[config.mk]
export PLATFORM = sky130hd
export DESIGN_NAME = vtiming_gen
export DESIGN_NICKNAME = d
export VERILOG_FILES = /design/src/rtl/vt_pkg.sv /design/src/rtl/vt_line_ctr.sv /design/src/rtl/vt_window_fsm.sv /design/src/rtl/vtiming_gen.sv
export SDC_FILE = /design/constraint.sdc
export NUM_CORES = 1
export LEC_CHECK = 0
export BUFFER_PORTS_ARGS = -buffer_cell sky130_fd_sc_hd__buf_2
export CORE_AREA = 2 2 68 70
export DETAILED_ROUTE_END_ITERATION = 8
export DIE_AREA = 0 0 70 72
export PLACE_DENSITY = 0.79
export SYNTH_ARGS = -nofsm -noshare
export SYNTH_HDL_FRONTEND = slang
export SYNTH_SLANG_ARGS = --single-unit
[constraint.sdc]
create_clock -name clk -period 2.7 [get_ports clk]
set_clock_uncertainty 0.1 [all_clocks]
set_input_delay 0.675 -clock clk [delete_from_list [all_inputs] [get_ports clk]]
set_output_delay 0.675 -clock clk [all_outputs]
set_load 0.05 [all_outputs]
[src/rtl/vt_pkg.sv]
package vt_pkg;
    typedef enum logic {
        WIN_IDLE   = 1'b0,
        WIN_ACTIVE = 1'b1
    } win_state_t;
endpackage

[src/rtl/vt_line_ctr.sv]
module vt_line_ctr #(
    parameter int W = 10
) (
    input  logic         clk,
    input  logic         rst_n,
    input  logic         line_end,
    input  logic         div2,
    input  logic [W-1:0] total,
    output logic         adv,
    output logic [W-1:0] cnt,
    output logic [W-1:0] nxt,
    output logic         frame_start
);
    logic half_q;
    logic wrap;

    // half-rate phase: only toggles while division is on
    always_ff @(posedge clk or negedge rst_n) begin
        if (!rst_n)        half_q <= 1'b0;
        else if (!div2)    half_q <= 1'b0;
        else if (line_end) half_q <= ~half_q;
    end

    assign adv  = line_end & (~div2 | half_q);
    assign wrap = (cnt == total);
    assign nxt  = wrap ? '0 : cnt + W'(1);

    always_ff @(posedge clk or negedge rst_n) begin
        if (!rst_n) begin
            cnt         <= '0;
            frame_start <= 1'b0;
        end else begin
            frame_start <= adv & wrap;
            if (adv) cnt <= nxt;
        end
    end

    a_r2_wrap_to_zero: assert property (@(posedge clk) disable iff (!rst_n)
        (adv && cnt == total) |=> (cnt == '0));
    a_r2_step_by_one: assert property (@(posedge clk) disable iff (!rst_n)
        (adv && cnt != total) |=> (cnt == $past(cnt) + W'(1)));
    a_r2_hold_idle: assert property (@(posedge clk) disable iff (!rst_n)
        (!line_end) |=> $stable(cnt));
    a_r7_skip_odd: assert property (@(posedge clk) disable iff (!rst_n)
        (div2 && line_end && !half_q) |=> $stable(cnt));
endmodule

[src/rtl/vt_window_fsm.sv]
module vt_window_fsm
    import vt_pkg::*;
#(
    parameter int W  = 10,
    parameter int EW = 8
) (
    input  logic          clk,
    input  logic          rst_n,
    input  logic          adv,
    input  logic [W-1:0]  nxt,
    input  logic [W-1:0]  start,
    input  logic [EW-1:0] stop,
    output logic          active
);
    win_state_t state_q, state_d;

    always_ff @(posedge clk or negedge rst_n) begin
        if (!rst_n) state_q <= WIN_IDLE;
        else        state_q <= state_d;
    end

    // Enter on full-width start match, Leave on low-bit end match
    always_comb begin
        state_d = state_q;
        unique case (state_q)
            WIN_IDLE:   if (adv && nxt == start)         state_d = WIN_ACTIVE;
            WIN_ACTIVE: if (adv && nxt[EW-1:0] == stop)  state_d = WIN_IDLE;
            default:    state_d = WIN_IDLE;
        endcase
    end

    always_comb begin
        active = (state_q == WIN_ACTIVE);
    end

    // R4 / R6 open
    a_r4_win_enter: assert property (@(posedge clk) disable iff (!rst_n)
        (adv && !active && nxt == start) |=> active);
    // R5 / R6 close
    a_r5_win_leave: assert property (@(posedge clk) disable iff (!rst_n)
        (adv && active && nxt[EW-1:0] == stop) |=> !active);
    a_r5_win_hold: assert property (@(posedge clk) disable iff (!rst_n)
        (!adv) |=> $stable(active));
endmodule

[src/rtl/vtiming_gen.sv]
module vtiming_gen #(
    parameter int LW  = 10,
    parameter int BEW = 8,
    parameter int SEW = 4
) (
    input  logic           clk,
    input  logic           rst_n,
    input  logic           line_end,
    input  logic           div2,
    input  logic           sync_en,
    input  logic [LW-1:0]  vtotal,
    input  logic [LW-1:0]  vdisp_end,
    input  logic [LW-1:0]  vblank_start,
    input  logic [BEW-1:0] vblank_end,
    input  logic [LW-1:0]  vsync_start,
    input  logic [SEW-1:0] vsync_end,
    input  logic [LW-1:0]  split_line,
    output logic [LW-1:0]  line_cnt,
    output logic           vde,
    output logic           vblank,
    output logic           vsync,
    output logic           frame_start,
    output logic           split_hit
);
    logic          adv;
    logic [LW-1:0] nxt;
    logic          sync_win;

    vt_line_ctr #(.W(LW)) u_ctr (
        .clk         (clk),
        .rst_n       (rst_n),
        .line_end    (line_end),
        .div2        (div2),
        .total       (vtotal),
        .adv         (adv),
        .cnt         (line_cnt),
        .nxt         (nxt),
        .frame_start (frame_start)
    );

    vt_window_fsm #(.W(LW), .EW(BEW)) u_blank (
        .clk    (clk),
        .rst_n  (rst_n),
        .adv    (adv),
        .nxt    (nxt),
        .start  (vblank_start),
        .stop   (vblank_end),
        .active (vblank)
    );

    vt_window_fsm #(.W(LW), .EW(SEW)) u_sync (
        .clk    (clk),
        .rst_n  (rst_n),
        .adv    (adv),
        .nxt    (nxt),
        .start  (vsync_start),
        .stop   (vsync_end),
        .active (sync_win)
    );

    always_ff @(posedge clk or negedge rst_n) begin
        if (!rst_n) split_hit <= 1'b0;
        else        split_hit <= adv & (nxt == split_line);
    end

    assign vde   = (line_cnt < vdisp_end);
    assign vsync = sync_win & sync_en;

    a_r2_frame_at_zero: assert property (@(posedge clk) disable iff (!rst_n)
        frame_start |-> (line_cnt == '0));
    a_r9_split_at_line: assert property (@(posedge clk) disable iff (!rst_n)
        split_hit |-> (line_cnt == $past(split_line)));
    a_r9_split_single: assert property (@(posedge clk) disable iff (!rst_n)
        split_hit |=> !split_hit);
endmodule

# --- Word-level counts from Yosys, hierarchy flattened ---
# Index checks and enable logic that the tools add are counted.
word_totals:
  ff_bits: 15
  input_bits: 67
  wordCells: 37
op_classes:
  add_sub_neg: 1
  n_lt_le_gt_ge: 1
  eq_ne: 7
  n_mux: 9
  bitwise_logic: 9
  reduce_logical: 4
ops:
  columns: ["cell", "n"]
  rows:
  - ["10-bit equality test", 4]
  - ["10-bit by 1-bit adder with 10-bit output, second input constant", 1]
  - ["10-bit < comparator", 1]
  - ["10-bit two-way mux", 1]
  - ["8-bit equality test", 1]
  - ["1-bit two-way mux", 6]
  - ["1-bit bitwise AND", 4]
  - ["4-bit equality test", 1]
  - ["1-bit logical AND", 4]
  - ["1-bit inverter", 4]
  - ["1-bit one-hot mux with 2 select lines", 2]
  - ["2-bit inequality test, second input constant", 1]
  - ["1-bit OR", 1]

# --- Logic depth before layout (Yosys ltp) ---
# Gate-level depths: netlist of run 1.
depth:
  ltp_word: 6
  mapped_depth: 10
  mapped_depth_nobuf: 8

# --- Hierarchy ---
# A second synthesis of run 1 with hierarchy kept.
hier_totals:
  hier_cells: 193
  hier_area_um2: 1705.4
modules_own_cells:
  columns: ["mod", "n_inst", "cells_per_inst", "area_each_um2"]
  rows:
  - ["vt_line_ctr", 1, 97, 875.8]
  - ["vtiming_gen", 1, 48, 376.6]
  - ["vt_window_fsm at u_blank", 1, 27, 252.7]
  - ["vt_window_fsm at u_sync", 1, 21, 200.2]

# --- Worst setup path after synthesis of run 1 ---
# No wires, ideal clock.
synth_timing:
  kind: "reg-to-output"
  startpoint: "register u_ctr.cnt[1]"
  endpoint: "output vde"
  arrival_time_ns: 2.693
  path_slack_ns: -0.768
  path_stages_with_launch: 8
  cell_sequence: "dfrtp_1 ha_1 a21o_1 a21o_1 a211o_1 a21oi_1 o21ai_0 a31oi_1"
synth_between:
  elab_chain_cells: 1
synth_lines:
  columns: ["item", "line_no", "text"]
  rows:
  - ["start, declared", "vt_line_ctr.sv:10", "output logic [W-1:0] cnt,"]
  - ["start signal, assigned", "vt_line_ctr.sv:34", "if (adv) cnt <= nxt;"]
  - ["10-bit < comparator", "vtiming_gen.sv:66", "assign vde = (line_cnt < vdisp_end);"]
  - ["end, declared", "vtiming_gen.sv:19", "output logic vde,"]
# No other way between the ends.

# --- Final worst setup path of run 1 ---
layout_timing:
  startpoint: "input vdisp_end[1]"
  endpoint: "output vde"
layout_between:
  elab_chain_cells: 1
layout_lines:
  columns: ["item", "line_no", "text"]
  rows:
  - ["start, declared", "vtiming_gen.sv:12", "input logic [LW-1:0] vdisp_end,"]
  - ["10-bit < comparator", "vtiming_gen.sv:66", null]
# No other way between the ends.

==> out/qor.csv, run 1 <==
stage;metric;value;unit
run_status;outcome;finished with violations;
run_status;violations;negative setup slack;
worst_setup_path;critPathTopFamily;compound AO/OA/AOI/OAI gates;
worst_setup_path;end_kind;output pin;
timing;finalSetupViolCount;1;
worst_setup_path;critPathMaxFanout;1;
clock_tree;holdBufCountCts;0;
die;die_x;70;um
detailed_routing;drtIter0Drc;151;
worst_setup_path;cp.required;1.92;ns
worst_setup_path;cpMaxStageDelayCell;a211o_1;
logic_synthesis;avgSynthCellArea;8.53;um2
global_route;antenna_found_initial;0;
placed_design;gp_congestion;0.904;
detailed_routing;final_antenna_net_count;0;
global_route;grt_overflow_total;0;
timing;fmax;348;MHz
worst_setup_path;critPathKind;input port to output pin;
die;coreArea;0.00426;mm2
layout;nFillCells;376;
timing;relSlewSlack;0.500;
layout;utilization;0.642;
layout;post_route_cells_drive_above_1_share;0.407;
logic_synthesis;synthCells;244;
logic_synthesis;synth_top_family_by_area;compound AO/OA/AOI/OAI gates;
power;vdd_drop_max;0.000467;V
placed_design;place_ws;-0.357;ns
logic_synthesis;synthSimpleGateAreaFrac;0.228;
die;rows;24;
detailed_routing;drt_wl_total;6.29;mm
clock_tree;clk_pin_slew;0.07;ns
timing;period_share;1.07;
layout;regArea;378;um2
worst_setup_path;critPathLaunchType;input port;
logic_synthesis;synth_cell_types;68;
global_route;grt_usage;0.252;
clock_tree;cts_max_path_buffers;2;
timing;period_minus_slack;2.88;ns
power;power_density;781;mW/mm2
logic_synthesis;synth_compound_area_frac;0.287;
logic_synthesis;synth-xor-area-share;0.164;
timing;setup_ws;-0.176;ns
layout;design_area;0.00274;mm2
layout;fin_nets;415;
global_route;grt_start_max_net_pins;22;
clock_tree;htreeDepth;1;
worst_setup_path;worst-path-buf-inv;3;
worst_setup_path;slowest_delay;0.26;ns
logic_synthesis;synth_top_area_cell;dfrtp_1;
logic_synthesis;synth_top_area_share;0.180;
clock_tree;numCtsBuffers;3;
logic_synthesis;synthArstFlopShare;1.00;
timing;rsz0062_at_grt;true;
die;die_h;72;um
placed_design;place_area;0.00264;mm2
power;totalPowerFinal;2.14;mW
logic_synthesis;synthMuxAreaShare;0.00541;
detailed_routing;drc;0;
job;drv_cap;0;
detailed_routing;dr.pass1.iters;5;
worst_setup_path;cp.arrival;2.10;ns
layout;syn_to_final_growth;31.6;%
global_route;grt_pass1_vias;2283;
timing;finalHoldViolations;0;
layout;multi_input_area;0.00161;mm2
placed_design;dpl.hpwl;4.94;mm
clock_tree;clock-sinks;15;
clock_tree;cts_tree;yes;
logic_synthesis;synth_ff_type;dfrtp_1;
die;dieArea;0.00504;mm2
worst_setup_path;cp_common_cell;a21o_1;
global_route;grt_pass1_wl;10.4;mm
die;num_io_pins;82;
logic_synthesis;ys_seq_area_frac;0.180;
power;p_leak;1.28;nW
clock_tree;clk_latency;0.25;ns
logic_synthesis;synthAdderAreaFrac;0.0601;
timing;final_max_slew_viol_count;0;
logic_synthesis;syn_area;0.00208;mm2
die;start_util;0.488;
placed_design;io_buffers;81;
timing;tightestPinTransition;0.745;ns
layout;antenna_cells;0;
logic_synthesis;synthTopCellsByArea;dfrtp_1 18%, ha_1 6.0%, xor2_1 5.9%, xnor2_1 4.2%, a21oi_1 3.6%;
detailed_routing;via_per_inst;5.88;
logic_synthesis;synth_warnings;0;
worst_hold_path;hold_class;input port to async pin;
detailed_routing;wl_per_cell;16.2;um
logic_synthesis;synth_enable_flop_cells;0;
clock_tree;root_buffer;clkbuf_8;
logic_synthesis;syn_nets;321;
worst_setup_path;path_cells;buf_8 > inv_8 > ha_4 > a21o_1 > a21o_1 > a211o_1 > a21oi_2 > o21ai_2 > a31oi_4 > buf_6;
detailed_routing;vias;2286;
logic_synthesis;synth-seq-cells;15;
timing repair:
action,4_1_cts,5_1_grt
pin swaps,1,0
setup endpoints to repair,1,2
gates resized for setup,7,3
hold endpoints to repair,0,0
setup buffers,0,0
final timing paths:
path	cells past startpoint	from	slack, ns	end
worst max-delay path	10	vdisp_end[1]	-0.18	vde
worst min-delay path	1	rst_n	0.23	u_ctr.cnt[8]
worst max register to register	9	u_ctr.cnt[1]	0.19	u_sync.active
worst min register to register	2	u_sync.active	0.46	u_sync.active
max in group asynchronous	1	rst_n	1.99	u_ctr.cnt[0]
min in group clk	2	u_sync.active	0.46	u_sync.active
Yosys cell counts, drive strengths merged (4+ instances only):
master,instances
a211o,4
a21oi,15
a221o,4
a31oi,6
buf,10
dfrtp,15
ha,10
inv,14
nand2,18
nand3,7
nor2,15
nor3,9
nor4,4
o21ai,16
o22ai,9
xnor2,15
xor2,15
layer usage:
metal	vias to the layer above	track usage	wire length [um]
met3	10	0.0403	485
met4	0	0.0876	91
met2	97	0.435	3240
met5	-	0	0
li1	1112	-	-
met1	1067	0.323	2470
layout make-up:
type                    count  share of cell area
clock buffers               3              0.0151
clock inverters             1             0.00183
inverters                  14              0.0219
multi-input cells         202               0.588
flip-flops and latches     15               0.138
well taps                  52              0.0238
repair buffers            102               0.212
per-stage QoR:
step | cells | TNS [ns] | hold slack (ns)
floorplan | 244 | -0.0827 | 0.279
global placement | 385 | -0.323 | 0.426
detailed placement | 385 | -0.357 | 0.437
CTS | 389 | -0.188 | 0.237
global route | 389 | -0.245 | 0.249
finish | 389 | -0.176 | 0.228
worst reg2reg max path: cells and delay by family (launching register included):
kind            cells  cell delay (ns)
flops               1             0.39
compound gates      2             0.50
xor+xnor            1             0.13
simple gates        4             0.88
buf+inv             1             0.17
fa+ha+maj           1             0.24
logic make-up (layout without fill, tap and decap cells):
kind of cell,after synthesis,in the layout
and+or+nand+nor,77,77
xor gates and xnor gates,31,31
muxes,1,1
buffers and inverters,27,120
adders and majority gates,10,10
DFF,15,15
AOI/OAI and AO/OA,83,83
flip-flops by register name, indices dropped and copies added, names as in the netlist:
register / count
u_ctr.frame_start: 1
u_ctr.cnt: 10
u_blank.active: 1
split_hit: 1
u_ctr.half_q: 1
u_sync.active: 1
where the power goes:
| group | internal (mW) | switching, mW |
|---|---|---|
| Sequential | 0.281 | 0.0932 |
| Combinational | 0.641 | 0.936 |
| Clock | 0.102 | 0.0856 |
cells in the final DEF, fill, tap and decap left out, drive strengths merged, types with 2 or more instances in the layout:
cell,n
buf,102
nand2,18
o21ai,16
xor2,15
a21oi,15
nor2,15
dfrtp,15
xnor2,15
inv,14
ha,10
o22ai,9
nor3,9
nand3,7
a31oi,6
a221o,4
a211o,4
nor4,4
nor2b,3
nand4,3
nor4b,3
a21o,3
o31ai,3
clkbuf,3
a221oi,3
and3,3
or2,3
a22oi,2
o32a,2
a2bb2oi,2
a211oi,2
o41ai,2
o32ai,2
Note: power is estimated with default switching activity, not from simulation.
==> inputs of run 2 (changes only) <==
CORE_AREA = 2 2 76 63   (was 2 2 68 70)
DIE_AREA = 0 0 78 65   (was 0 0 70 72)
MAX_ROUTING_LAYER = met4   (was unset)
SETUP_SLACK_MARGIN = 0.05   (was unset)
==> out/qor.csv, run 2 (synthesized netlist as in run 1, its figures left out) <==
stage;metric;value;unit;change
layout;design_area;0.00276;mm2;+0.82%
detailed_routing;vias;2339;;+2.3%
clock_tree;htreeDepth;1;;unchanged
worst_setup_path;critPathKind;input port to output pin;;
worst_setup_path;critPathLaunchType;input port;;
worst_setup_path;end_kind;output pin;;
die;num_io_pins;82;;unchanged
layout;largest_reg_flops;10;;unchanged
placed_design;dpl.hpwl;4.97;mm;+0.61%
layout;post_route_cells_drive_above_1_share;0.407;;unchanged
layout;final_cell_mix;79 x buf_2, 20 x buf_4, 17 x nand2_1;;
worst_setup_path;critPathMaxFanout;1;;unchanged
global_route;grt_overflow_total;0;;unchanged
detailed_routing;met2_length;2.90;mm;-11%
layout;fin_nets;415;;unchanged
layout;regMostFlops;u_ctr.cnt;;
timing;tns;-0.210;ns;-0.0344 ns
power;p_int;1.03;mW;+0.16%
clock_tree;clk_pin_slew;0.07;ns;about the same
layout;antenna_cells;0;;unchanged
power;p_sw;1.13;mW;+1.3%
placed_design;gp_congestion;0.910;;+0.61%
die;start_util;0.473;;-0.0155
timing;rsz0062_at_grt;true;;
layout;syn_to_final_growth;32.6;%;
layout;final_cells;397;;+2.1%
power;p_leak;1.29;nW;+0.47%
clock_tree;root_buffer;clkbuf_8;;
placed_design;dp_cells;393;;+2.1%
clock_tree;clk_latency;0.25;ns;about the same
layout;final_common_cell;buf_2;;
detailed_routing;dr.pass1.iters;5;;unchanged
timing;period_share;1.08;;+0.0127
clock_tree;clock-sinks;15;;unchanged
timing;tightestPinTransition;0.917;ns;+0.172 ns
power;netSwitchingFraction;0.524;;+0.00270
detailed_routing;drt_wl_total;6.38;mm;+1.6%
clock_tree;numCtsBuffers;3;;unchanged
power;power_frac_seq;0.169;;-0.006
power;power_density;780;mW/mm2;about the same
clock_tree;cts_max_path_buffers;2;;unchanged
die;die_x;78;um;+11%
power;totalPowerFinal;2.15;mW;+0.73%
timing;period_minus_slack;2.91;ns;+0.0344 ns
die;die_h;65;um;-9.7%
detailed_routing;drtIter0Drc;210;;+39%
timing;finalSetupViolCount;1;;unchanged
global_route;grt_start_max_net_pins;22;;unchanged
detailed_routing;wl_met3;680;um;+40%
layout;utilization;0.627;;-0.0153
power;power.clock.fraction;0.086;;-0.002
run_status;violations;negative setup slack;;
detailed_routing;drc;0;;unchanged
timing;fmax;344;MHz;-1.2%
placed_design;io_buffers;81;;unchanged
worst_hold_path;hold_class;input port to async pin;;
timing;final_max_slew_viol_count;0;;unchanged
detailed_routing;final_antenna_net_count;0;;unchanged
detailed_routing;wl_met1;2.76;mm;+12%
job;drv_cap;0;;unchanged
die;coreArea;0.00440;mm2;+3.3%
placed_design;place_ws;-0.405;ns;-0.0483 ns
timing;relSlewSlack;0.385;;-0.115
run_status;outcome;finished with violations;;
power;vdd_drop_max;0.000405;V;-13%
detailed_routing;wl_per_cell;16.1;um;-0.49%
die;dieArea;0.00507;mm2;+0.60%
global_route;grt_pass1_vias;2219;;-2.8%
global_route;grt_pass1_wl;10.4;mm;+0.40%
timing;finalHoldViolations;0;;unchanged
global_route;antenna_found_initial;0;;unchanged
worst_setup_path;cp.arrival;2.14;ns;+0.04 ns
worst_setup_path;cp.required;1.92;ns;about the same
detailed_routing;via_per_inst;5.89;;+0.26%
clock_tree;cts_tree;yes;;
timing;setup_ws;-0.210;ns;-0.0344 ns
global_route;grt_usage;0.262;;+0.00997
detailed_routing;highest_layer;met4;;
timing;holdWs;0.227;ns;-0.000698 ns
placed_design;place_area;0.00267;mm2;+0.85%
die;rows;22;;-8.3%
power;pwr-share-comb;0.745;;+0.008
-- run 2: cell counts in the layout (fill, tap and decap cells not counted) --
No cell type changed its count.
-- run 2: final cells by class --
class,instances,area [um2]
Tap cell,60,75.1
Fill cell,398,1640
Timing Repair Buffer,102,592
Clock inverter,1,5.00
Sequential cell,15,378
Multi-Input combinational cell,202,1610
Inverter,14,60.1
Clock buffer,3,41.3
-- run 2: metal layers --
layer	global-route usage	up-vias
met5	-	-
met4	0.0439	0
met3	0.0376	5
met2	0.403	148
met1	0.374	1071
li1	-	1115
-- run 2: worst max-delay path: stages --
cell and delay [ns]:
buf_8 0.10, inv_8 0.04, ha_4 0.18, a21o_1 0.17, a21o_1 0.16, a211o_1 0.27, a21oi_2 0.15, o21ai_2 0.09
a31oi_4 0.14, buf_6 0.17
-- run 2: final timing paths --
| kind | from | to | slack, ns | cells past startpoint |
|---|---|---|---|---|
| max reg2reg | u_ctr.cnt[1] | u_sync.active | 0.10 | 9 |
| min reg2reg | u_blank.active | u_blank.active | 0.43 | 1 |
| min in group clk | u_blank.active | u_blank.active | 0.43 | 1 |
| max in group asynchronous | rst_n | u_ctr.cnt[0] | 1.99 | 1 |
| min | rst_n | u_ctr.cnt[8] | 0.23 | 1 |
| max | vdisp_end[1] | vde | -0.21 | 10 |
-- run 2: repair_timing --
| item | 4_1_cts | 5_1_grt |
|---|---|---|
| endpoints found under the hold margin | 0 | 0 |
| setup endpoints to repair | 2 | 2 |
| resized for setup | 9 | 1 |
| hold buffers | 0 | 0 |
| pin swaps | 1 | 0 |
| setup buffers | 0 | 0 |
-- run 2: power groups by stage --
stage	combinational [mW]	clock, mW	sequential (mW)
2_1_floorplan	0.898	0	0.543
3_3_place_gp	1.51	0	0.361
3_5_place_dp	1.56	0	0.361
4_1_cts	1.59	0.191	0.360
5_1_grt	1.72	0.201	0.370
6_report	1.60	0.186	0.364
==> inputs of run 3 (changes only) <==
ABC_AREA = 1   (was unset)
CORE_AREA = 2 2 74 62   (was 2 2 76 63)
DIE_AREA = 0 0 76 64   (was 0 0 78 65)
PLACE_DENSITY = 0.78   (was 0.79)
==> out/qor.csv, run 3 <==
stage;metric;value;unit;change
run_status;outcome;complete, no violations;;
detailed_routing;final_antenna_net_count;0;;unchanged
global_route;grt_start_max_net_pins;30;;+36%
layout;regMostFlops;u_ctr.cnt;;
worst_setup_path;critPathTopFamily;buffers and inverters;;
timing;setup_ws;0.0927;ns;+0.303 ns
logic_synthesis;synthArstFlopShare;1.00;;unchanged
logic_synthesis;synthTopCellsByArea;nand2_1 20%, dfrtp_1 19%, inv_1 7.9%, nor2_1 6.8%, ha_1 6.4%;;
logic_synthesis;synth_most_common_cell;nand2_1;;
placed_design;place_area;0.00246;mm2;-7.6%
power;p_leak;1.45;nW;+12%
die;coreArea;0.00407;mm2;-7.5%
worst_setup_path;critPathLaunchType;input port;;
layout;post_route_cells_drive_above_1_share;0.303;;-0.104
clock_tree;root_buffer;clkbuf_8;;
die;rows;21;;-4.5%
timing;tightestPinTransition;0.613;ns;-0.304 ns
clock_tree;clock-sinks;15;;unchanged
worst_setup_path;cp.arrival;1.83;ns;-0.31 ns
die;dieArea;0.00486;mm2;-4.1%
timing;final_max_slew_viol_count;0;;unchanged
logic_synthesis;synth_top_area_cell;nand2_1;;
layout;final_cell_mix;104 x nand2_1, 78 x buf_2, 38 x inv_1;;
layout;antenna_cells;0;;unchanged
logic_synthesis;synthCells;315;;+29%
timing;relSlewSlack;0.590;;+0.205
logic_synthesis;synth_top_area_share;0.203;;+0.0224
die;die_h;64;um;-1.5%
logic_synthesis;syn_area;0.00194;mm2;-6.6%
worst_setup_path;end_kind;output pin;;
job;drv_cap;0;;unchanged
placed_design;place_ws;-0.0253;ns;+0.380 ns
die;die_x;76;um;-2.6%
clock_tree;cts_max_path_buffers;2;;unchanged
global_route;grt_pass1_vias;2033;;-8.4%
logic_synthesis;synth_enable_flop_cells;0;;unchanged
die;start_util;0.477;;+0.00469
timing;finalSetupViolCount;0;;-1
placed_design;dpl.hpwl;4.28;mm;-14%
worst_setup_path;slowest_delay;0.27;ns;about the same
layout;design_area;0.00258;mm2;-6.5%
layout;fin_nets;481;;+16%
clock_tree;clk_latency;0.25;ns;about the same
detailed_routing;wl_per_cell;11.3;um;-30%
layout;largest_reg_flops;10;;unchanged
clock_tree;clk_pin_slew;0.07;ns;about the same
logic_synthesis;ys_seq_area_frac;0.193;;+0.0128
detailed_routing;drtIter0Drc;107;;-49%
global_route;antenna_found_initial;0;;unchanged
timing;finalHoldViolations;0;;unchanged
timing;period_minus_slack;2.61;ns;-0.303 ns
worst_setup_path;worst-path-buf-inv;5;;+2
detailed_routing;vias;2183;;-6.7%
power;power_density;580;mW/mm2;-26%
worst_setup_path;regToRegSetupSlack;0.44;ns;+0.34 ns
clock_tree;cts_tree;yes;;
placed_design;dp_cells;455;;+16%
layout;final_cells;460;;+16%
logic_synthesis;synth_warnings;0;;unchanged
timing;period_share;0.966;;-0.112
worst_hold_path;hold_class;input port to async pin;;
clock_tree;htreeDepth;1;;unchanged
detailed_routing;drc;0;;unchanged
detailed_routing;dr.pass1.iters;4;;-1
worst_setup_path;critPathKind;input port to output pin;;
detailed_routing;via_per_inst;4.75;;-19%
power;vdd_drop_max;0.000278;V;-31%
logic_synthesis;yosys-top-cells-count;105 x nand2_1, 41 x inv_1, 35 x nor2_1;;
logic_synthesis;synth_ff_type;dfrtp_1;;
logic_synthesis;avgSynthCellArea;6.17;um2;-28%
global_route;grt_overflow_total;0;;unchanged
layout;final_common_cell;nand2_1;;
worst_setup_path;critPathMaxFanout;2;;+1
layout;syn_to_final_growth;32.8;%;about the same
global_route;grt_pass1_wl;8.89;mm;-14%
placed_design;gp_congestion;0.896;;-1.5%
placed_design;io_buffers;81;;unchanged
worst_setup_path;path_cells;buf_2 > inv_1 > ha_1 > inv_2 > nor3_2 > buf_4 > nand4_1 > nor2_2 > a211oi_4 > buf_6;;
logic_synthesis;syn_nets;392;;+22%
global_route;grt_usage;0.230;;-0.0323
worst_setup_path;cpMaxStageDelayCell;ha_1;;
timing;fmax;384;MHz;+12%
timing;rsz0062_at_grt;true;;
logic_synthesis;synth_cell_types;32;;-53%
worst_setup_path;cp.required;1.92;ns;about the same
clock_tree;numCtsBuffers;3;;unchanged
detailed_routing;drt_wl_total;5.21;mm;-18%
logic_synthesis;synth-seq-cells;15;;unchanged
die;num_io_pins;82;;unchanged
==> run 3: logic make-up after synthesis <==
family | share of synthesized area
AOI/OAI and AO/OA | 0.0940
adders and majority gates | 0.0644
and+or+nand+nor | 0.468
DFF | 0.193
buffers and inverters | 0.104
xor gates and xnor gates | 0.0766
==> run 3: path summary, 6_finish.rpt <==
path	startpoint	end	cells after the start
setup / recovery	vdisp_end[8]	vde	10
hold / removal	rst_n	split_hit	1
setup reg to reg	u_ctr.cnt[0]	u_blank.active	13
hold reg to reg	u_ctr.half_q	u_ctr.half_q	2
max in group asynchronous	rst_n	u_ctr.cnt[5]	1
min in group clk	u_ctr.half_q	u_ctr.half_q	2
==> run 3: what timing repair did <==
| action | CTS | global route |
|---|---|---|
| hold buffers | 0 | 0 |
| endpoints found under the setup margin | 1 | 1 |
| resized for setup | 4 | 9 |
| pin swaps | 1 | 5 |
| setup buffers | 1 | 0 |
==> run 3: power by group <==
part	total, mW	leakage [nW]	internal (mW)	switching, mW
clock network	0.192	0.0228	0.105	0.0872
logic	0.985	1.23	0.347	0.638
registers	0.320	0.196	0.266	0.0539
total	1.50	1.45	0.718	0.779
==> run 3: final cells by class <==
type | instances | area (um2)
repair buffers | 89 | 497
multi-input cells | 251 | 1430
well taps | 57 | 71.3
fillers | 395 | 1490
inverters | 44 | 165
flip-flops and latches | 15 | 377
clock buffers | 4 | 45.0
==> run 3: routing by layer <==
layer  vias to the layer above  GRT usage  wire length, um
li1                       1163          -                -
met1                       942      0.291             2400
met2                        70      0.395             2390
met3                         8     0.0410              360
met4                         0     0.0386               70
met5                         -          -                0
==> run 3: through the flow <==
stage	setup TNS, ns	util	hold WS [ns]	power, mW
after floorplan	0	-	0.279	1.04
after global placement	-0.0333	0.605	0.407	1.28
after detailed placement	-0.0253	0.605	0.421	1.30
after CTS	0	0.621	0.239	1.50
after global routing	-0.0299	0.634	0.251	1.63
final	0	0.634	0.229	1.50
